$ cat config.mk
export PLATFORM = sky130hd
export DESIGN_NAME = sbus_core
export DESIGN_NICKNAME = d
export VERILOG_FILES = /design/src/rtl/sbus_pkg.sv /design/src/rtl/sbus_alu.sv /design/src/rtl/sbus_regfile.sv /design/src/rtl/sbus_seq.sv /design/src/rtl/sbus_core.sv
export SDC_FILE = /design/constraint.sdc
export NUM_CORES = 1
export LEC_CHECK = 0
export ABC_CLOCK_PERIOD_IN_PS = 6560
export BUFFER_PORTS_ARGS = -buffer_cell sky130_fd_sc_hd__buf_2
export CELL_PAD_IN_SITES_DETAIL_PLACEMENT = 0
export CELL_PAD_IN_SITES_GLOBAL_PLACEMENT = 2
export CORE_ASPECT_RATIO = 0.7
export CORE_MARGIN = 3
export CORE_UTILIZATION = 30
export CTS_BUF_LIST = sky130_fd_sc_hd__clkbuf_16
export DETAILED_ROUTE_END_ITERATION = 10
export GPL_TIMING_DRIVEN = 0
export PLACE_DENSITY_LB_ADDON = 0.05
export SLEW_MARGIN = 20
export SYNTH_ARGS = -nofsm -noshare
export SYNTH_HDL_FRONTEND = slang
export SYNTH_SLANG_ARGS = --single-unit
$ cat constraint.sdc
create_clock -name clk -period 6.56 [get_ports clk]
set_input_delay 0.656 -clock clk [delete_from_list [all_inputs] [get_ports clk]]
set_output_delay 0.656 -clock clk [all_outputs]
set_load 0.01 [all_outputs]
$ cat src/rtl/sbus_pkg.sv
package sbus_pkg;

   localparam int unsigned OP_W   = 4;
   localparam int unsigned STEP_W = 3;

   typedef logic [OP_W-1:0]   opcode_t;
   typedef logic [STEP_W-1:0] step_t;

   localparam opcode_t OPC_MOVE  = 4'd1;
   localparam opcode_t OPC_ADDR  = 4'd2;
   localparam opcode_t OPC_LOAD  = 4'd3;
   localparam opcode_t OPC_STORE = 4'd4;
   localparam opcode_t OPC_ADDM  = 4'd5;

   localparam step_t STP_1 = 3'd0;
   localparam step_t STP_2 = 3'd1;
   localparam step_t STP_3 = 3'd2;
   localparam step_t STP_4 = 3'd3;
   localparam step_t STP_5 = 3'd4;
   localparam step_t STP_6 = 3'd5;
   localparam step_t STP_7 = 3'd6;

   // one strobe per datapath action; register gating travels separately
   typedef struct packed {
      logic pc_out;
      logic pc_in;
      logic mar_in;
      logic ir_in;
      logic mdr_in;
      logic mdr_out;
      logic mdr_ld_ext;
      logic mdr_drv_ext;
      logic y_in;
      logic z_in;
      logic z_out;
      logic sel_inc;
      logic alu_add;
      logic rd_req;
      logic wr_req;
      logic wait_mfc;
      logic fin;
   } ctl_t;

endpackage

$ cat src/rtl/sbus_alu.sv
module sbus_alu #(
   parameter int unsigned DW     = 32,
   parameter int unsigned PC_INC = 4
) (
   input  logic          sel_inc,
   input  logic          add_en,
   input  logic [DW-1:0] y_val,
   input  logic [DW-1:0] bus_val,
   output logic [DW-1:0] result
);

   localparam logic [DW-1:0] INC_C = DW'(PC_INC);

   logic [DW-1:0] opnd_a;

   always_comb begin
      opnd_a = sel_inc ? INC_C : y_val;
      result = add_en ? (opnd_a + bus_val) : bus_val;
   end

endmodule

$ cat src/rtl/sbus_regfile.sv
module sbus_regfile #(
   parameter int unsigned DW   = 32,
   parameter int unsigned NREG = 4,
   localparam int unsigned RIW = $clog2(NREG)
) (
   input  logic           clk,
   input  logic           rst_n,
   input  logic           ld_en,
   input  logic [RIW-1:0] ld_idx,
   input  logic [DW-1:0]  ld_data,
   input  logic           drv_en,
   input  logic [RIW-1:0] drv_idx,
   output logic [DW-1:0]  drv_data
);

   logic [DW-1:0] q [NREG];

   for (genvar i = 0; i < NREG; i++) begin : g_reg
      always_ff @(posedge clk) begin
         if (!rst_n)
            q[i] <= '0;
         else if (ld_en && (ld_idx == RIW'(i)))
            q[i] <= ld_data;
      end
   end

   assign drv_data = drv_en ? q[drv_idx] : '0;

endmodule

$ cat src/rtl/sbus_seq.sv
module sbus_seq
   import sbus_pkg::*;
#(
   parameter int unsigned RIW = 2
) (
   input  logic           clk,
   input  logic           rst_n,
   input  opcode_t        op,
   input  logic [RIW-1:0] fld_d,
   input  logic [RIW-1:0] fld_s,
   input  logic [RIW-1:0] fld_t,
   input  logic           mfc,
   output ctl_t           ctl,
   output logic           r_out_en,
   output logic [RIW-1:0] r_out_idx,
   output logic           r_in_en,
   output logic [RIW-1:0] r_in_idx,
   output step_t          step,
   output logic           done
);

   logic stall;

   always_comb begin
      ctl       = '0;
      r_out_en  = 1'b0;
      r_out_idx = '0;
      r_in_en   = 1'b0;
      r_in_idx  = '0;
      case (step)
         STP_1: begin
            ctl.pc_out  = 1'b1;
            ctl.mar_in  = 1'b1;
            ctl.rd_req  = 1'b1;
            ctl.sel_inc = 1'b1;
            ctl.alu_add = 1'b1;
            ctl.z_in    = 1'b1;
         end
         STP_2: begin
            ctl.z_out      = 1'b1;
            ctl.pc_in      = 1'b1;
            ctl.y_in       = 1'b1;
            ctl.wait_mfc   = 1'b1;
            ctl.mdr_ld_ext = 1'b1;
         end
         STP_3: begin
            ctl.mdr_out = 1'b1;
            ctl.ir_in   = 1'b1;
         end
         STP_4: begin
            case (op)
               OPC_MOVE: begin
                  r_out_en = 1'b1; r_out_idx = fld_s;
                  r_in_en  = 1'b1; r_in_idx  = fld_d;
                  ctl.fin  = 1'b1;
               end
               OPC_ADDR: begin
                  r_out_en = 1'b1; r_out_idx = fld_s;
                  ctl.y_in = 1'b1;
               end
               OPC_LOAD, OPC_ADDM: begin
                  r_out_en   = 1'b1; r_out_idx = fld_s;
                  ctl.mar_in = 1'b1;
                  ctl.rd_req = 1'b1;
               end
               OPC_STORE: begin
                  r_out_en   = 1'b1; r_out_idx = fld_s;
                  ctl.mar_in = 1'b1;
               end
               default: ctl.fin = 1'b1;
            endcase
         end
         STP_5: begin
            case (op)
               OPC_ADDR: begin
                  r_out_en    = 1'b1; r_out_idx = fld_t;
                  ctl.alu_add = 1'b1;
                  ctl.z_in    = 1'b1;
               end
               OPC_LOAD: begin
                  ctl.mdr_ld_ext = 1'b1;
                  ctl.wait_mfc   = 1'b1;
               end
               OPC_STORE: begin
                  r_out_en   = 1'b1; r_out_idx = fld_t;
                  ctl.mdr_in = 1'b1;
                  ctl.wr_req = 1'b1;
               end
               OPC_ADDM: begin
                  r_out_en       = 1'b1; r_out_idx = fld_d;
                  ctl.y_in       = 1'b1;
                  ctl.mdr_ld_ext = 1'b1;
                  ctl.wait_mfc   = 1'b1;
               end
               default: ctl.fin = 1'b1;
            endcase
         end
         STP_6: begin
            case (op)
               OPC_ADDR: begin
                  ctl.z_out = 1'b1;
                  r_in_en   = 1'b1; r_in_idx = fld_d;
                  ctl.fin   = 1'b1;
               end
               OPC_LOAD: begin
                  ctl.mdr_out = 1'b1;
                  r_in_en     = 1'b1; r_in_idx = fld_d;
                  ctl.fin     = 1'b1;
               end
               OPC_STORE: begin
                  ctl.mdr_drv_ext = 1'b1;
                  ctl.wait_mfc    = 1'b1;
                  ctl.fin         = 1'b1;
               end
               OPC_ADDM: begin
                  ctl.mdr_out = 1'b1;
                  ctl.alu_add = 1'b1;
                  ctl.z_in    = 1'b1;
               end
               default: ctl.fin = 1'b1;
            endcase
         end
         STP_7: begin
            if (op == OPC_ADDM) begin
               ctl.z_out = 1'b1;
               r_in_en   = 1'b1; r_in_idx = fld_d;
            end
            ctl.fin = 1'b1;
         end
         default: ctl.fin = 1'b1;
      endcase
   end

   assign stall = ctl.wait_mfc && !mfc;
   assign done  = ctl.fin && !stall;

   always_ff @(posedge clk) begin
      if (!rst_n)
         step <= STP_1;
      else if (stall)
         step <= step;
      else if (ctl.fin)
         step <= STP_1;
      else
         step <= step + 3'd1;
   end

endmodule

$ cat src/rtl/sbus_core.sv
module sbus_core
   import sbus_pkg::*;
#(
   parameter int unsigned DW       = 32,
   parameter int unsigned NREG     = 4,
   parameter int unsigned PC_INC   = 4,
   parameter logic [DW-1:0] RESET_PC = '0
) (
   input  logic          clk,
   input  logic          rst_n,
   output logic [DW-1:0] mem_addr,
   output logic          mem_rd,
   output logic          mem_wr,
   output logic [DW-1:0] mem_wdata,
   input  logic [DW-1:0] mem_rdata,
   input  logic          mem_mfc,
   output logic          instr_end
);

   localparam int unsigned RIW  = $clog2(NREG);
   localparam int unsigned IRW  = OP_W + 3 * RIW;
   localparam int unsigned NDRV = 4;

   if (NREG < 2 || (1 << RIW) != NREG) begin : g_bad_nreg
      $error("sbus_core: NREG must be a power of two, at least 2");
   end
   if (DW < IRW) begin : g_bad_dw
      $error("sbus_core: DW too narrow for opcode and register fields");
   end
   if (PC_INC == 0 || (RESET_PC % DW'(PC_INC)) != '0) begin : g_bad_pc
      $error("sbus_core: RESET_PC must be a multiple of a nonzero PC_INC");
   end

   ctl_t           ctl;
   step_t          step;
   logic           r_out_en, r_in_en;
   logic [RIW-1:0] r_out_idx, r_in_idx;

   logic [DW-1:0]  pc, mar, mdr, y_lat, z_lat;
   logic [IRW-1:0] ir;
   logic [DW-1:0]  bus, rf_drv, alu_res;
   logic           rd_pend, wr_pend;
   logic [NDRV-1:0] drv;

   sbus_seq #(.RIW(RIW)) u_seq (
      .clk       (clk),
      .rst_n     (rst_n),
      .op        (ir[IRW-1 -: OP_W]),
      .fld_d     (ir[RIW-1:0]),
      .fld_s     (ir[2*RIW-1:RIW]),
      .fld_t     (ir[3*RIW-1:2*RIW]),
      .mfc       (mem_mfc),
      .ctl       (ctl),
      .r_out_en  (r_out_en),
      .r_out_idx (r_out_idx),
      .r_in_en   (r_in_en),
      .r_in_idx  (r_in_idx),
      .step      (step),
      .done      (instr_end)
   );

   sbus_regfile #(.DW(DW), .NREG(NREG)) u_rf (
      .clk      (clk),
      .rst_n    (rst_n),
      .ld_en    (r_in_en),
      .ld_idx   (r_in_idx),
      .ld_data  (bus),
      .drv_en   (r_out_en),
      .drv_idx  (r_out_idx),
      .drv_data (rf_drv)
   );

   sbus_alu #(.DW(DW), .PC_INC(PC_INC)) u_alu (
      .sel_inc (ctl.sel_inc),
      .add_en  (ctl.alu_add),
      .y_val   (y_lat),
      .bus_val (bus),
      .result  (alu_res)
   );

   // bus sources merged by AND-OR; the sequencer enables one at a time
   assign drv = {ctl.pc_out, ctl.mdr_out, ctl.z_out, r_out_en};

   always_comb begin
      bus = rf_drv;
      if (ctl.pc_out)  bus = bus | pc;
      if (ctl.mdr_out) bus = bus | mdr;
      if (ctl.z_out)   bus = bus | z_lat;
   end

   always_ff @(posedge clk) begin
      if (!rst_n) begin
         pc    <= RESET_PC;
         mar   <= '0;
         ir    <= '0;
         y_lat <= '0;
         z_lat <= '0;
         mdr   <= '0;
      end else begin
         if (ctl.pc_in)  pc    <= bus;
         if (ctl.mar_in) mar   <= bus;
         if (ctl.ir_in)  ir    <= {bus[DW-1 -: OP_W], bus[3*RIW-1:0]};
         if (ctl.y_in)   y_lat <= bus;
         if (ctl.z_in)   z_lat <= alu_res;
         if (ctl.mdr_ld_ext && mem_mfc)
            mdr <= mem_rdata;
         else if (ctl.mdr_in)
            mdr <= bus;
      end
   end

   // requests persist until the memory reports completion
   always_ff @(posedge clk) begin
      if (!rst_n) begin
         rd_pend <= 1'b0;
         wr_pend <= 1'b0;
      end else begin
         rd_pend <= ctl.rd_req | (rd_pend & ~mem_mfc);
         wr_pend <= ctl.wr_req | (wr_pend & ~mem_mfc);
      end
   end

   assign mem_addr  = mar;
   assign mem_rd    = rd_pend;
   assign mem_wr    = wr_pend;
   assign mem_wdata = ctl.mdr_drv_ext ? mdr : '0;

endmodule

==> impl_metrics.tcl <==
set metrics [dict create \
    status "complete, no violations" \
    ioPinCount 102 \
    drt_pass1_iterations 7 \
    period_needed_ns 6.180 \
    synth_edf_count 128 \
    vias 12940 \
    ys_top_cells_by_area "edfxtp_1 25%, dfxtp_1 23%, nor2_1 7.1%" \
    place_hpwl_um 45880 \
    clk_path_buf_depth 3 \
    io_buffers 100 \
    power_frac_clock_pct 24.3 \
    grt_overflow 0 \
    synth-async-reset-ratio_pct 0 \
    drt_iter0_markers 1087 \
    rr_endpoint "z_lat[28]" \
    r2r-start "u_seq.step[2]" \
    p_leak_nw 6.700 \
    fin_crit_sh_pct 94.20 \
    syn-num-nets 1661 \
    cp-start-kind "flop" \
    layout_commonest_cell "nor2_1" \
    postCtsHoldBufs 0 \
    yosys.area_share.simple_pct 18.21 \
    hp-start "mem_rdata[31]" \
    synthesis.yosys.warnings 0 \
    place_ws_ns 0.1578 \
    synth-seq-area-share_pct 48.01 \
    reg2reg_depth 21 \
    viasPerCell 5.322 \
    avgRoutedWirePerCell_um 25.13 \
    rrSetupSlack_ns 0.38 \
    hold_viol 0 \
    setup_viol 0 \
    cts-buffers-inserted 37 \
    antenna_found_initial 0 \
    p_total_mw 8.116 \
    synth.avg_cell_area_um2 9.630 \
    min_path_type "input pin to flop" \
    power_frac_comb_pct 43.0 \
    mostFrequentLayoutCells "291 x nor2_1, 175 x dfxtp_1, 128 x edfxtp_1" \
    setup_ws_ns 0.3802 \
    crit_required_ns 7.03 \
    areaGrowthSynthToFinish_pct 17.73 \
    first_global_vias 12660 \
    drc_errors 0 \
    num_antenna_cells 0 \
    grt_use_total_pct 22.63 \
    synth_fa_ha_area_share_pct 3.074 \
    place.gp.congestion 0.8427 \
    crit_path_end_kind "flop" \
    clock_skew_ns 0.03106 \
    intPower_mw 4.553 \
    syn_area_mm2 0.01530 \
    synthFlopType "dfxtp_1" \
    h-tree-depth 2 \
    synthMuxAreaShare_pct 0.2698 \
    seqPwrFrac_pct 32.7 \
    holdPathStages 3 \
    hold_ws_ns 0.4490 \
    switchingPower_mw 3.563 \
    cts.clk_slew.worst_paths_ns 0.06 \
    dieWidth_um 275.9 \
    min_to "mdr[31]" \
    max-vdd-ir-drop_uv 191.5 \
    switching_share_pct 43.90 \
    powerDensity_mw_per_mm2 450.5 \
    worstMarginPinSlew_ns 1.161 \
    cts_sinks 303 \
    max_cap_viol_count 0 \
    drive_gt1_share_pct 13.76 \
    drv_slew 0 \
    synth-seq-cells 303 \
    crit_arrival_ns 6.65 \
    wirelength_um 61080 \
    rows 68 \
    die_area_mm2 0.05380 \
    grt_max_degree 20 \
    synthXorXnorAreaFrac_pct 1.030 \
    synth-compound-area-share_pct 24.95 \
    maxSlewHeadroom_pct 22.61 \
    yosysTopAreaCell "edfxtp_1" \
    grt_pass1_wl_um 89200 \
    floorplan.initialDensity_pct 30.69 \
    rsz0062_at_grt "false" \
    ys_types 71 \
    synth_top_family_by_area "compound AO/OA/AOI/OAI gates" \
    cts_tree "yes" \
    syn_inst 1589 \
    die_y_um 195.0 \
    postRouteAntennaNets 0 \
    core_mm2 0.04986 \
    clk_latency_ns 0.55 \
    synth_top_area_share_pct 25.12 \
    crit_type "flop to flop" \
    crit_fanout 10 \
    max_freq_mhz 161.8 \
    finalNetCount 1810 \
    cts-root-buf "clkbuf_16" \
]
==> synth_stat cells, types with 7 or more instances <==
master	instances
nand3_1	79
edfxtp_1	128
o21ai_0	54
clkbuf_1	95
nor2_1	291
dfxtp_1	175
xor2_1	9
a221o_1	33
o21a_1	37
and3_1	7
a21o_1	21
ha_1	36
o211ai_1	7
a21oi_1	56
a211oi_1	112
xnor2_1	9
and2_1	36
buf_2	20
or3_1	8
a31oi_4	30
a22oi_1	32
nand2b_1	7
o22a_1	32
nand2_1	63
nor2b_1	68
inv_1	44
==> critical path, cell delays in order, from the launching register on <==
cell and delay (ns):
dfxtp_1 0.38, buf_2 0.22, inv_1 0.17, ha_1 0.32, nand2b_1 0.15, a211oi_2 0.51
a22oi_2 0.28, clkbuf_1 0.31, o21ai_0 0.23, nand3_1 0.16, a31oi_4 0.52, inv_1 0.10
ha_1 0.25, fa_1 0.44, a211oi_2 0.35, o21a_1 0.22, nor3_1 0.08, nor4b_2 0.49
nor3_1 0.20, o21ai_0 0.19, or3b_1 0.38, a21oi_1 0.15
==> worst max path at each step <==
| stage | from | depth (start not counted) | end | slack (ns) |
|---|---|---|---|---|
| after floorplan | u_seq.step[2] | 21 | z_lat[28] | 1.91 |
| after global placement | u_seq.step[1] | 7 | u_rf.q[0][16] | -0.04 |
| after detailed placement | u_seq.step[1] | 20 | z_lat[28] | 0.16 |
| after CTS | u_seq.step[1] | 20 | z_lat[28] | 0.09 |
| after global routing | u_seq.step[1] | 20 | z_lat[28] | 0.03 |
| final | u_seq.step[2] | 21 | z_lat[28] | 0.38 |
==> per-layer routing <==
layer  global-route usage, %  wire length [µm]  share of wire (%)  vias to the layer above
met1                   36.88             32710                 54                     6473
met3                   2.727              2702                4.4                       56
met2                   31.58             24730                 40                      309
met5                       0                 0                  0                        -
met4                   4.044               943                1.5                        0
li1                        -                 -                  -                     6099
==> cell families after synthesis <==
kind of cell    after synthesis
buf+inv                     168
simple gates                596
fa+ha+maj                    37
mux                           4
xor+xnor                     18
compound gates              463
flops                       303
==> area by class of cell <==
| class | count | area (µm²) |
|---|---|---|
| clock inverters | 30 | 203.9 |
| repair buffers | 110 | 674.4 |
| inverters | 44 | 165.2 |
| fillers | 5215 | 31840 |
| multi-input cells | 1118 | 7350 |
| plain buffers | 124 | 516.7 |
| well taps | 665 | 832.0 |
| flip-flops and latches | 303 | 7347 |
| clock buffers | 37 | 925.9 |
==> metrics by stage <==
step / util [%] / cells / cell area [µm²] / TNS (ns)
floorplan: - / 1589 / 15300 / 0
global placement: 33.36 / 2354 / 16630 / -1.058
detailed placement: 33.81 / 2363 / 16860 / 0
CTS: 36.08 / 2430 / 17990 / 0
global route: 36.13 / 2431 / 18010 / 0
finish: 36.13 / 2431 / 18010 / 0
==> registers in the layout (all words and copies together), names as in the netlist <==
signal      cells
mem_wr          1
mem_rd          1
u_seq.step      3
pc             32
mem_addr       32
mdr            32
u_rf.q        128
z_lat          32
y_lat          32
ir             10
==> power by group through the flow <==
stage	Clock (mW)	Combinational (mW)	Sequential [mW]
floorplan	0	2.10	2.64
global placement	0	3.44	2.69
detailed placement	0	3.46	2.69
CTS	2.02	3.48	2.65
global route	2.10	3.80	2.71
finish	1.97	3.49	2.65
==> timing repair <==
item | CTS | global route
buffers inserted | 0 | 1
resized for setup | 0 | 3
hold endpoints to repair | 0 | 0
endpoints found under the setup margin | 0 | 5
Power figures use the tool's default switching activity.
